### config.mk
export PLATFORM = sky130hd
export DESIGN_NAME = fpm_dram_ctrl
export DESIGN_NICKNAME = d
export VERILOG_FILES = /design/src/rtl/fpm_dram_pkg.sv /design/src/rtl/fpm_seq.sv /design/src/rtl/fpm_page_timer.sv /design/src/rtl/fpm_pin_drv.sv /design/src/rtl/fpm_dram_ctrl.sv
export SDC_FILE = /design/constraint.sdc
export NUM_CORES = 1
export LEC_CHECK = 0
export ABC_AREA = 0
export BUFFER_PORTS_ARGS = -buffer_cell sky130_fd_sc_hd__buf_2
export CAP_MARGIN = 20
export CORE_UTILIZATION = 59
export DETAILED_ROUTE_END_ITERATION = 8
export PLACE_DENSITY = 0.8
export RECOVER_POWER = 50
export SKIP_CTS_REPAIR_TIMING = 1
export SLEW_MARGIN = 10
export SYNTH_ARGS = -nofsm -noshare
export SYNTH_HDL_FRONTEND = slang
export SYNTH_SLANG_ARGS = --single-unit
### constraint.sdc
create_clock -name clk_i -period 3.82 [get_ports clk_i]
set_clock_uncertainty 0.05 [all_clocks]
set_input_delay 0.764 -clock clk_i [delete_from_list [all_inputs] [get_ports clk_i]]
set_output_delay 0.764 -clock clk_i [all_outputs]
set_load 0.03 [all_outputs]
### src/rtl/fpm_dram_pkg.sv
package fpm_dram_pkg;

  typedef enum logic [2:0] {
    ST_IDLE = 3'd0,
    ST_ROW  = 3'd1,
    ST_COL  = 3'd2,
    ST_OPEN = 3'd3,
    ST_CADR = 3'd4,
    ST_PRE  = 3'd5
  } fpm_state_e;

  function automatic int ns_to_cyc(input int ns, input int per_ps);
    return (ns * 1000 + per_ps - 1) / per_ps;
  endfunction

  function automatic int imax(input int a, input int b);
    return (a > b) ? a : b;
  endfunction

endpackage

### src/rtl/fpm_seq.sv
module fpm_seq
  import fpm_dram_pkg::*;
#(
  parameter int ADR_W = 12,
  parameter int RAH_C = 2,
  parameter int RCD_C = 4,
  parameter int CAS_C = 8,
  parameter int CP_C  = 2,
  parameter int PRE_C = 10
) (
  input  logic             clk_i,
  input  logic             rst_ni,
  input  logic             req_valid_i,
  input  logic [ADR_W-1:0] req_row_i,
  input  logic [ADR_W-1:0] req_col_i,
  input  logic             req_we_i,
  input  logic             req_wdata_i,
  input  logic             req_burst_i,
  input  logic             gnt_i,
  input  logic             ras_min_ok_i,
  input  logic             page_full_i,
  output logic             busy_o,
  output fpm_state_e       state_o,
  output logic [ADR_W-1:0] row_o,
  output logic [ADR_W-1:0] col_o,
  output logic             we_o,
  output logic             wdata_o,
  output logic             col_phase_o,
  output logic             rd_strobe_o
);
  localparam int CNT_MAX = imax(imax(RCD_C, CAS_C), imax(CP_C, PRE_C));
  localparam int CW      = $clog2(CNT_MAX + 1);

  fpm_state_e       st_q, st_d;
  logic [CW-1:0]    cnt_q, cnt_d;
  logic [ADR_W-1:0] row_q, col_q;
  logic             we_q, wd_q, burst_q;
  logic             row_hit, take_idle, take_open, acc, close_now;

  always_comb begin
    row_hit   = (req_row_i == row_q);
    take_idle = (st_q == ST_IDLE) && gnt_i;
    take_open = (st_q == ST_OPEN) && burst_q && row_hit && gnt_i && !page_full_i;
    busy_o    = !(take_idle || take_open);
    acc       = req_valid_i && !busy_o;
    // page closes on: single access, timer, lost grant, row miss
    close_now = (st_q == ST_OPEN) && ras_min_ok_i &&
                (!burst_q || page_full_i || !gnt_i || (req_valid_i && !row_hit));
  end

  always_comb begin
    st_d  = st_q;
    cnt_d = cnt_q + 1'b1;
    unique case (st_q)
      ST_IDLE: begin
        cnt_d = '0;
        if (acc) st_d = ST_ROW;
      end
      ST_ROW: if (cnt_q == CW'(RCD_C - 1)) begin
        st_d  = ST_COL;
        cnt_d = '0;
      end
      ST_COL: if (cnt_q == CW'(CAS_C - 1)) begin
        st_d  = ST_OPEN;
        cnt_d = '0;
      end
      ST_OPEN: begin
        cnt_d = '0;
        if (acc)            st_d = ST_CADR;
        else if (close_now) st_d = ST_PRE;
      end
      ST_CADR: if (cnt_q == CW'(CP_C - 1)) begin
        st_d  = ST_COL;
        cnt_d = '0;
      end
      ST_PRE: if (cnt_q == CW'(PRE_C - 1)) begin
        st_d  = ST_IDLE;
        cnt_d = '0;
      end
      default: begin
        st_d  = ST_IDLE;
        cnt_d = '0;
      end
    endcase
  end

  always_ff @(posedge clk_i or negedge rst_ni) begin
    if (!rst_ni) begin
      st_q    <= ST_IDLE;
      cnt_q   <= '0;
      row_q   <= '0;
      col_q   <= '0;
      we_q    <= 1'b0;
      wd_q    <= 1'b0;
      burst_q <= 1'b0;
    end else begin
      st_q  <= st_d;
      cnt_q <= cnt_d;
      if (acc) begin
        if (st_q == ST_IDLE) row_q <= req_row_i;
        col_q   <= req_col_i;
        we_q    <= req_we_i;
        wd_q    <= req_wdata_i;
        burst_q <= req_burst_i;
      end
    end
  end

  assign state_o     = st_q;
  assign row_o       = row_q;
  assign col_o       = col_q;
  assign we_o        = we_q;
  assign wdata_o     = wd_q;
  assign col_phase_o = !((st_q == ST_ROW) && (cnt_q < CW'(RAH_C)));
  assign rd_strobe_o = (st_q == ST_COL) && (cnt_q == CW'(CAS_C - 1)) && !we_q;

endmodule

### src/rtl/fpm_page_timer.sv
module fpm_page_timer #(
  parameter int RASMIN_C = 12,
  parameter int PAGE_LIM = 19988,
  parameter int RASP_C   = 20000
) (
  input  logic clk_i,
  input  logic rst_ni,
  input  logic ras_low_i,
  output logic min_ok_o,
  output logic full_o
);
  localparam int TW = $clog2(RASP_C + 2);

  logic [TW-1:0] cnt_q;

  always_ff @(posedge clk_i or negedge rst_ni) begin
    if (!rst_ni)                      cnt_q <= '0;
    else if (!ras_low_i)              cnt_q <= '0;
    else if (cnt_q != {TW{1'b1}})     cnt_q <= cnt_q + 1'b1;
  end

  // cnt_q counts low cycles already elapsed; closing adds the current one
  assign min_ok_o = cnt_q >= TW'(RASMIN_C - 1);
  assign full_o   = cnt_q >= TW'(PAGE_LIM);

endmodule

### src/rtl/fpm_pin_drv.sv
module fpm_pin_drv
  import fpm_dram_pkg::*;
#(
  parameter int ADR_W = 12
) (
  input  logic             clk_i,
  input  logic             rst_ni,
  input  fpm_state_e       state_i,
  input  logic [ADR_W-1:0] row_i,
  input  logic [ADR_W-1:0] col_i,
  input  logic             we_i,
  input  logic             wdata_i,
  input  logic             col_phase_i,
  input  logic             rd_strobe_i,
  input  logic             dram_dout_i,
  output logic [ADR_W-1:0] dram_addr_o,
  output logic             dram_ras_no,
  output logic             dram_cas_no,
  output logic             dram_we_no,
  output logic             dram_din_o,
  output logic             rd_valid_o,
  output logic             rd_data_o
);
  logic wr_win;

  always_comb begin
    dram_ras_no = (state_i == ST_IDLE) || (state_i == ST_PRE);
    dram_cas_no = (state_i != ST_COL);
    wr_win      = (state_i == ST_ROW) || (state_i == ST_CADR) || (state_i == ST_COL);
    dram_we_no  = !(we_i && wr_win);
    dram_din_o  = we_i & wdata_i;
    dram_addr_o = col_phase_i ? col_i : row_i;
  end

  always_ff @(posedge clk_i or negedge rst_ni) begin
    if (!rst_ni) begin
      rd_valid_o <= 1'b0;
      rd_data_o  <= 1'b0;
    end else begin
      rd_valid_o <= rd_strobe_i;
      if (rd_strobe_i) rd_data_o <= dram_dout_i;
    end
  end

endmodule

### src/rtl/fpm_dram_ctrl.sv
module fpm_dram_ctrl
  import fpm_dram_pkg::*;
#(
  parameter int ADR_W         = 12,
  parameter int CLK_PERIOD_PS = 5000,
  parameter int T_RP_NS       = 40,
  parameter int T_RC_NS       = 110,
  parameter int T_RAS_NS      = 60,
  parameter int T_RASP_NS     = 100000,
  parameter int T_RCD_NS      = 20,
  parameter int T_RAH_NS      = 10,
  parameter int T_CAS_NS      = 15,
  parameter int T_CP_NS       = 10,
  parameter int T_PC_NS       = 40,
  parameter int T_RAC_NS      = 60,
  parameter int T_CAC_NS      = 15,
  parameter int T_AA_NS       = 30,
  parameter int T_CPA_NS      = 35
) (
  input  logic               clk_i,
  input  logic               rst_ni,
  input  logic               req_valid_i,
  input  logic [2*ADR_W-1:0] req_addr_i,
  input  logic               req_we_i,
  input  logic               req_wdata_i,
  input  logic               req_burst_i,
  input  logic               gnt_i,
  output logic               busy_o,
  output logic               rd_valid_o,
  output logic               rd_data_o,
  output logic [ADR_W-1:0]   dram_addr_o,
  output logic               dram_ras_no,
  output logic               dram_cas_no,
  output logic               dram_we_no,
  output logic               dram_din_o,
  input  logic               dram_dout_i
);
  localparam int P        = CLK_PERIOD_PS;
  localparam int RAH_C    = ns_to_cyc(T_RAH_NS, P);
  localparam int RCD_C    = imax(ns_to_cyc(T_RCD_NS, P), RAH_C + 1);
  localparam int CP_C     = ns_to_cyc(T_CP_NS, P);
  localparam int AA_C     = ns_to_cyc(T_AA_NS, P);
  // CAS low long enough for every access path and for the page cycle
  localparam int CAS_C    = imax(imax(imax(ns_to_cyc(T_CAS_NS, P), ns_to_cyc(T_CAC_NS, P)),
                                      imax(ns_to_cyc(T_RAC_NS, P) - RCD_C, AA_C - (RCD_C - RAH_C))),
                                 imax(imax(AA_C - CP_C, ns_to_cyc(T_CPA_NS, P) - CP_C),
                                      ns_to_cyc(T_PC_NS, P) - CP_C - 1));
  localparam int RASMIN_C = ns_to_cyc(T_RAS_NS, P);
  localparam int PRE_C    = imax(ns_to_cyc(T_RP_NS, P), ns_to_cyc(T_RC_NS, P) - RASMIN_C);
  localparam int RASP_C   = ns_to_cyc(T_RASP_NS, P);
  localparam int PAGE_LIM = RASP_C - CP_C - CAS_C - 2;

  fpm_state_e       state;
  logic [ADR_W-1:0] row, col;
  logic             we, wdata, col_phase, rd_strobe, ras_min_ok, page_full;

  fpm_seq #(
    .ADR_W(ADR_W), .RAH_C(RAH_C), .RCD_C(RCD_C),
    .CAS_C(CAS_C), .CP_C(CP_C), .PRE_C(PRE_C)
  ) i_seq (
    .clk_i        (clk_i),
    .rst_ni       (rst_ni),
    .req_valid_i  (req_valid_i),
    .req_row_i    (req_addr_i[2*ADR_W-1:ADR_W]),
    .req_col_i    (req_addr_i[ADR_W-1:0]),
    .req_we_i     (req_we_i),
    .req_wdata_i  (req_wdata_i),
    .req_burst_i  (req_burst_i),
    .gnt_i        (gnt_i),
    .ras_min_ok_i (ras_min_ok),
    .page_full_i  (page_full),
    .busy_o       (busy_o),
    .state_o      (state),
    .row_o        (row),
    .col_o        (col),
    .we_o         (we),
    .wdata_o      (wdata),
    .col_phase_o  (col_phase),
    .rd_strobe_o  (rd_strobe)
  );

  fpm_page_timer #(
    .RASMIN_C(RASMIN_C), .PAGE_LIM(PAGE_LIM), .RASP_C(RASP_C)
  ) i_page_timer (
    .clk_i     (clk_i),
    .rst_ni    (rst_ni),
    .ras_low_i (!dram_ras_no),
    .min_ok_o  (ras_min_ok),
    .full_o    (page_full)
  );

  fpm_pin_drv #(
    .ADR_W(ADR_W)
  ) i_pin_drv (
    .clk_i       (clk_i),
    .rst_ni      (rst_ni),
    .state_i     (state),
    .row_i       (row),
    .col_i       (col),
    .we_i        (we),
    .wdata_i     (wdata),
    .col_phase_i (col_phase),
    .rd_strobe_i (rd_strobe),
    .dram_dout_i (dram_dout_i),
    .dram_addr_o (dram_addr_o),
    .dram_ras_no (dram_ras_no),
    .dram_cas_no (dram_cas_no),
    .dram_we_no  (dram_we_no),
    .dram_din_o  (dram_din_o),
    .rd_valid_o  (rd_valid_o),
    .rd_data_o   (rd_data_o)
  );

endmodule

== Word level (Yosys, flattened, before mapping) ==
Index checks and enable logic that the tools add are counted.

* Add/sub/neg operators: 2
* Magnitude comparators: 3
* Equality and inequality tests: 18
* Muxes and demuxes: 16
* Bitwise gates (word level): 1
* Reductions and logical operators: 31

{| class="wikitable"
|+ Operators with widths
! operator !! number
|-
| $mux 15 || 2
|-
| $mux 3 || 7
|-
| $pmux 3 s6 || 1
|-
| $mux 4 || 4
|-
| $pmux 4 s4 || 1
|-
| $add 15x1->15 const B || 1
|-
| $ge 15x15->1 const B || 1
|-
| $ge 15x4->1 const B || 1
|-
| $ne 15x15->1 const B || 1
|-
| $logic_and 1x1->1 || 13
|-
| $eq 12x12->1 || 1
|-
| $mux 12 || 1
|-
| $ne 2x2->1 const B || 5
|-
| $logic_not 1->1 || 7
|-
| $logic_or 1x1->1 || 7
|-
| $eq 3x2->1 const B || 2
|-
| $eq 3x3->1 const B || 2
|-
| $reduce_and 6->1 || 1
|-
| $add 4x1->4 const B || 1
|-
| $eq 4x1->1 const B || 1
|-
| $eq 4x2->1 const B || 1
|-
| $eq 4x3->1 const B || 1
|-
| $eq 4x4->1 const B || 1
|-
| $lt 4x2->1 const B || 1
|-
| other kinds (7) || 7
|}

* Register bits: 51
* Output and inout port bits: 19

== Logic depth before layout (Yosys ltp) ==
Gate-level depths: netlist of run 1.

* Depth in word-level cells: 9
* Depth in mapped cells: 7

== By module ==
From an unflattened synthesis of run 1, not the netlist that was laid out.

* Cells, all modules: 256
* Area total of the unflattened synthesis: 2,925.3 um2

{| class="wikitable"
|+ Modules (own cells, without submodules)
! module !! times used !! cells an instance !! area an instance (um2) !! sequential area each (um2)
|-
| fpm_seq || 1 || 139 || 1,746.7 || 850.8
|-
| fpm_page_timer || 1 || 93 || 880.8 || 375.4
|-
| fpm_pin_drv || 1 || 23 || 294.0 || 50.0
|-
| fpm_dram_ctrl || 1 || 1 || 3.8 || 0.0
|}

== Worst setup path before layout of run 1 ==
OpenSTA, ideal clock, no wires.

* Path kind: input to output
* From: input port req_addr_i[19]
* To: output port busy_o
* Arrival: 1,959 ps
* Required time: 3,006 ps
* Setup slack: 1,047 ps
* Cell stages on the path: 5
* Path buffers: 0
* Cells stage by stage: xor2_1 -> nor4_1 -> nand3_1 -> nor4_1 -> o21ai_0

* Word-level cells in the longest chain between the ends: 6

{| class="wikitable"
|+ Ends and longest elaborated chain
! what !! line !! RTL
|-
| from (decl) || fpm_dram_ctrl.sv:23 || <nowiki>input logic [2*ADR_W-1:0] req_addr_i,</nowiki>
|-
| $eq 12x12->1 || fpm_seq.sv:41 || <nowiki>row_hit = (req_row_i == row_q);</nowiki>
|-
| $logic_and 1x1->1 (3 in series) || fpm_seq.sv:43 || <nowiki>take_open = (st_q == ST_OPEN) && burst_q && row_hit && gnt_i && !page_full_i;</nowiki>
|-
| $logic_or 1x1->1 || fpm_seq.sv:44 || <nowiki>busy_o = !(take_idle || take_open);</nowiki>
|-
| $logic_not 1->1 || fpm_seq.sv:44 ||
|-
| to (decl) || fpm_dram_ctrl.sv:28 || <nowiki>output logic busy_o,</nowiki>
|}

Every way passes these cells.

== Worst setup path after layout of run 1 ==
* From: input port req_addr_i[13]
* To: output port busy_o

The elaborated chain is that of the path after synthesis.

==> results of run 1 <==
## how the worst max path moves through the flow
stage / endpoint / slack [ns]
2_1_floorplan: busy_o / 1.05
3_3_place_gp: busy_o / 0.79
3_5_place_dp: busy_o / 0.79
4_1_cts: busy_o / 0.71
5_1_grt: busy_o / 0.56
6_report: busy_o / 0.63
## layer usage
metal	vias up	track usage
met1	959	0.322
met3	8	0.0491
met5	-	0
li1	951	-
met4	0	0.0956
met2	66	0.365
## flip-flops by register name, summed over array words and instances (netlist names)
| signal | flops |
|---|---|
| i_seq.cnt_q | 4 |
| i_seq.wdata_o | 1 |
| i_pin_drv.rd_data_o | 1 |
| i_seq.col_o | 12 |
| i_seq.we_o | 1 |
| i_page_timer.cnt_q | 15 |
| i_seq.row_o | 12 |
| i_seq.state_o | 3 |
| i_seq.burst_q | 1 |
| i_pin_drv.rd_valid_o | 1 |
## through the flow
step / std cells / utilization
floorplan: 238 / -
global placement: 338 / 0.688
detailed placement: 338 / 0.688
CTS: 346 / 0.715
global route: 346 / 0.712
finish: 346 / 0.712
## kinds of logic (layout without fill, tap and decap cells)
| family | Yosys count | in the layout | share of synthesized area |
|---|---|---|---|
| multiplexers | 41 | 41 | 0.182 |
| AO/OA/AOI/OAI | 26 | 26 | 0.0668 |
| XOR/XNOR | 25 | 25 | 0.0806 |
| adder cells (fa/ha/maj) | 4 | 4 | 0.0184 |
| buffers and inverters | 14 | 70 | 0.0267 |
| flip-flops | 51 | 51 | 0.470 |
| AND/OR/NAND/NOR | 77 | 77 | 0.156 |
## power by group
part           switching, W  internal [W]  total (W)
logic              0.000577      0.000467    0.00104
registers          0.000175      0.000734   0.000909
clock network      0.000182      0.000212   0.000394
## placed cells by master (no fill, tap or decap), types with 2 or more instances in the layout
master / Yosys / final
a21oi_1: 5 / 5
and2_1: 3 / 3
and3_1: 2 / 2
buf_2: 0 / 48
clkbuf_1: 3 / 4
clkbuf_8: 0 / 6
dfrtp_1: 51 / 51
ha_1: 4 / 4
inv_1: 9 / 9
mux2_2: 32 / 32
mux2_4: 9 / 9
nand2_1: 14 / 14
nand3_1: 10 / 10
nand3b_1: 3 / 3
nand4_1: 6 / 6
nor2_1: 18 / 18
nor3_1: 4 / 4
nor4_1: 7 / 7
o21ai_0: 10 / 10
or3_1: 2 / 2
xnor2_1: 7 / 7
xor2_1: 18 / 18
## final cells by class
cell class                 count  share of cell area
multi-input combinational    173               0.438
sequential                    51               0.409
timing repair buffer          53              0.0841
clock buffer                   6              0.0264
tap                           52              0.0208
clock inverter                 2              0.0112
inverter                       9              0.0108
==> results.tsv, run 1 <==
stage	metric	value	unit
die	chipHeight	69.9	um
power	p_total	0.00235	W
routing	drtPass1Iterations	4	
placed_design	dp_slack	0.794	ns
yosys	syn_nets	274	
min_path	min_path_cells	1	
min_path	min_path_type	reg2reg	
yosys	yosysTopAreaCellShare	0.470	
clock_network	clock_tree.root_cell	clkbuf_8	
grt	grt-ovfl-total	0	
critical_path	reg2reg_to	i_seq.col_o[9]	
power	peakVddDrop	0.511	mV
routing	wirelength	5.25	mm
critical_path	reg2reg_from	i_seq.state_o[0]	
grt	grt_pass1_wl	9.03	mm
die	io_pins	51	
clock_network	cts_buffers	5	
critical_path	cp.required	3.01	ns
die	start_util	0.620	
routing	wl_per_cell	15.2	um
sta	fin_crit_sh	0.835	
routing	viasPerCell	5.73	
layout	syn2layout_area_growth	14.9	%
clock_network	clkTransAtPathRegs	0.10	ns
yosys	synth_area_per_cell	11.4	um2
yosys	synth_area_leaders	dfrtp_1, mux2_2, xor2_1	
sta	hold_slack	0.453	ns
critical_path	critical-path-top-delay-family	simple AND/OR/NAND/NOR gates	
grt	grt_usage	0.235	
yosys	synthArstFlopShare	1.00	
power	leakage	1.48	nW
min_path	holdCritStartpoint	i_seq.cnt_q[0]	
sta	min_period	3.19	ns
routing	drc_errors	0	
sta	worst_slack	0.631	ns
critical_path	cp_data_arrival_time	2.38	ns
placed_design	postPlaceCellArea	3020	um2
layout	n_antenna_cell	0	
grt	antenna_found_initial	0	
sta	tns	0	ns
yosys	netlist_area	2720	um2
die	rows	24	
critical_path	critPathLaunch	req_addr_i[13]	
routing	wl_met1	2.47	mm
placed_design	io_buffers	50	
critical_path	crit_path_start_kind	input pin	
yosys	synth_area_leader_cell	dfrtp_1	
sta	fmax	314	MHz
run_status	violations	max-capacitance violations, max-slew violations	
yosys	synth-edff-count	0	
routing	postRouteAntennaNets	0	
yosys	synthCells	238	
clock_network	cts_tree	built	
sta	hold_viol	0	
critical_path	end_kind	output pin	
yosys	ys_ff_latch	51	
sta	slew_violations	36	
sta	setup_viol	0	
critical_path	crit_cells	7	
die	die_area	4880	um2
yosys	synth_commonest_cells	dfrtp_1, mux2_2, nor2_1, xor2_1, nand2_1	
yosys	synthFlopType	dfrtp_1	
critical_path	reg2reg_depth	5	
yosys	seq_area_frac_synth	0.470	
routing	first_iter_violations	195	
placed_design	globalplace.congestion	0.839	
yosys	yosysWarnings	0	
grt	grt_pass1_vias	1989	
grt	grt_max_degree	36	
critical_path	cp_slowest_cell	nor4_1	
clock_network	cts_sinks	51	
critical_path	critPathBufInv	2	
layout	n_fill_cell	317	
placed_design	place_hpwl	3.70	mm
critical_path	reg2reg_slack	1.24	ns
clock_network	insertion_delay	0.31	ns
layout	drive_gt1_frac	0.357	
layout	multi_input_area	1370	um2
run_status	outcome	finished, violations left	
power	p_per_area	752	nW/um2
routing	dr_wl_met3	285	um
sta	slew_headroom	-0.204	
sta	worst_pin_slew	1.81	ns
clock_network	max-clock-path-buffers	2	
routing	wl_met2	2.41	mm
layout	nNetsFinal	329	
critical_path	worstPathMaxFanout	3	
routing	highest_layer	met4	
critical_path	path_cells	buf_2 > xor2_1 > nor4_1 > nand3_1 > nor4_1 > o21ai_0 > buf_2	
critical_path	critPathKind	in2out	
layout	fin_area	3120	um2
min_path	holdPathEnd	i_seq.cnt_q[0]	
sta	rsz0062_at_grt	false	
routing	vias	1984	
yosys	synth.most_common_cell	dfrtp_1	
die	core_area	4380	um2
critical_path	slowest_delay	0.39	ns
yosys	synth.distinct_cells	41	
flow_run	cap_violations	1	
die	chipWidth	69.9	um
clock_network	htree_levels	2	
layout	seqCellArea	1280	um2
No activity file was read; power rests on OpenSTA's default activity.
==> inputs of run 2 (changes only) <==
CORE_UTILIZATION = 50   (was 59)
PLACE_DENSITY = 0.72   (was 0.8)
clock period = 2.8 ns   (was 3.82 ns; I/O delays follow)
==> run 2 against run 1 <==
  * The flow now finishes without violations
  * First-iteration DRC count down 32%
  * Clock power up 8.9%
  * Sequential share of layout area fell by 0.26 points
  * Core utilization decreased by 10 points
  * Register-to-register slack worse by 0.74 ns
  * Count of clock-buffer cells in the layout did not move
  * Hold slack worse by 0.028 ns
  * Largest cell class unchanged
  * Largest power group unchanged
==> results.tsv, run 2 (same netlist as run 1, synthesis figures left out) <==
stage	metric	value	unit	change
die	chipHeight	75.7	um	was 69.9 um
grt	grt-ovfl-total	0		unchanged
min_path	holdPathEnd	i_seq.col_o[7]		was i_seq.cnt_q[0]
clock_network	cts_sinks	51		unchanged
min_path	holdCritStartpoint	req_addr_i[7]		was i_seq.cnt_q[0]
power	p_total	0.00308	W	was 0.00235 W
routing	wl_per_cell	13.9	um	was 15.2 um
die	die_area	5730	um2	was 4880 um2
layout	n_antenna_cell	0		unchanged
layout	n_fill_cell	454		was 317
die	rows	26		was 24
sta	min_period	2.58	ns	
layout	final_cell_mix	dfrtp_1, buf_2, mux2_2		unchanged
routing	drc_errors	0		unchanged
die	chipWidth	75.7	um	was 69.9 um
grt	grt_usage	0.197		was 0.235
critical_path	reg2reg_from	i_page_timer.cnt_q[6]		was i_seq.state_o[0]
min_path	min_path_type	in2reg		was reg2reg
routing	postRouteAntennaNets	0		unchanged
clock_network	htree_levels	2		unchanged
sta	slew_violations	0		was 36
critical_path	reg2reg_to	i_seq.state_o[2]		was i_seq.col_o[9]
power	leakage	1.47	nW	was 1.48 nW
grt	antenna_found_initial	0		unchanged
sta	hold_viol	0		unchanged
grt	grt_pass1_vias	1883		was 1989
layout	largest_reg_flops	15		unchanged
sta	fin_crit_sh	0.921		
layout	drive_gt1_frac	0.356		was 0.357
routing	vias	1939		was 1984
power	peakVddDrop	0.790	mV	was 0.511 mV
flow_run	cap_violations	0		was 1
sta	rsz0062_at_grt	false		unchanged
clock_network	clkTransAtPathRegs	0.10	ns	about the same
routing	first_iter_violations	133		was 195
clock_network	cts_tree	built		unchanged
critical_path	critical-path-top-delay-family	buffers and inverters		was simple AND/OR/NAND/NOR gates
critical_path	reg2reg_depth	6		was 5
placed_design	globalplace.congestion	0.837		was 0.839
critical_path	end_kind	output pin		unchanged
placed_design	io_buffers	50		unchanged
run_status	outcome	completed		was finished, violations left
min_path	min_path_cells	2		was 1
layout	nNetsFinal	333		was 329
routing	viasPerCell	5.27		was 5.73
power	p_per_area	979	nW/um2	was 752 nW/um2
sta	tns	0	ns	unchanged
critical_path	cp_data_arrival_time	1.97	ns	was 2.38 ns
clock_network	insertion_delay	0.31	ns	about the same
layout	syn2layout_area_growth	15.7	%	was 14.9%
clock_network	cts_buffers	5		unchanged
sta	fmax	388	MHz	
die	io_pins	51		unchanged
die	start_util	0.525		was 0.620
placed_design	place_hpwl	3.82	mm	was 3.70 mm
layout	final_common_cell	dfrtp_1		unchanged
critical_path	cp_slowest_cell	dfrtp_1		was nor4_1
clock_network	clock_tree.root_cell	clkbuf_8		unchanged
critical_path	slowest_delay	0.48	ns	was 0.39 ns
layout	regMostFlops	i_page_timer.cnt_q		unchanged
critical_path	worstPathMaxFanout	12		was 3
critical_path	reg2reg_slack	0.50	ns	was 1.24 ns
grt	grt_max_degree	27		was 36
critical_path	critPathKind	reg2out		was in2out
routing	wirelength	5.13	mm	was 5.25 mm
sta	worst_pin_slew	1.34	ns	was 1.81 ns
sta	setup_viol	0		unchanged
grt	grt_pass1_wl	8.36	mm	was 9.03 mm
sta	slew_headroom	0.108		was -0.204
routing	drtPass1Iterations	4		unchanged
critical_path	cp.required	2.19	ns	was 3.01 ns
critical_path	crit_path_start_kind	flop		was input pin
die	core_area	5170	um2	was 4380 um2
critical_path	critPathBufInv	3		was 2
critical_path	path_cells	inv_1 > nor3_1 > nand2_1 > buf_4 > mux2_2 > buf_2		was buf_2 > xor2_1 > nor4_1 > nand3_1 > nor4_1 > o21ai_0 > buf_2
clock_network	max-clock-path-buffers	2		unchanged
run 2: how the worst max path moves through the flow:
stage                                start        endpoint  slack, ns  cells after the start
after floorplan             req_addr_i[19]          busy_o       0.44                      5
after global placement      req_addr_i[15]          busy_o       0.24                      7
after detailed placement    req_addr_i[15]          busy_o       0.23                      7
after CTS                   i_seq.row_o[3]          busy_o       0.17                      6
after global routing        i_seq.row_o[3]          busy_o       0.01                      6
final                     i_seq.state_o[0]  dram_addr_o[3]       0.22                      6
run 2: cell type report:
cell class | instances | area (um2) | area share
inverter | 9 | 33.8 | 0.0107
clock buffer | 6 | 72.6 | 0.0231
sequential | 51 | 1280 | 0.406
clock inverter | 2 | 17.5 | 0.00557
tap | 70 | 87.6 | 0.0279
multi-input combinational | 173 | 1370 | 0.435
timing repair buffer | 57 | 288 | 0.0916
run 2: power breakdown:
part | internal [W] | switching, W
sequential | 0.00100 | 0.000238
combinational | 0.000640 | 0.000768
clock | 0.000180 | 0.000249
total | 0.00182 | 0.00125
run 2: metal layers:
metal  up-vias  part of all wire  global-route usage
li1        961                 -                   -
met1       929              0.49               0.264
met2        42              0.45               0.313
met3         7             0.046              0.0556
met4         0             0.011              0.0556
met5         -                 0                   0
run 2: per-stage QoR:
| stage | hold WS [ns] | worst slack (ns) | utilization | cells | cell area (um2) |
|---|---|---|---|---|---|
| 2_1_floorplan | 0.214 | 0.435 | - | 238 | 2720 |
| 3_3_place_gp | 0.433 | 0.236 | 0.593 | 360 | 3070 |
| 3_5_place_dp | 0.440 | 0.227 | 0.593 | 360 | 3070 |
| 4_1_cts | 0.202 | 0.168 | 0.611 | 368 | 3160 |
| 5_1_grt | 0.417 | 0.0117 | 0.608 | 368 | 3140 |
| 6_report | 0.425 | 0.222 | 0.608 | 368 | 3140 |
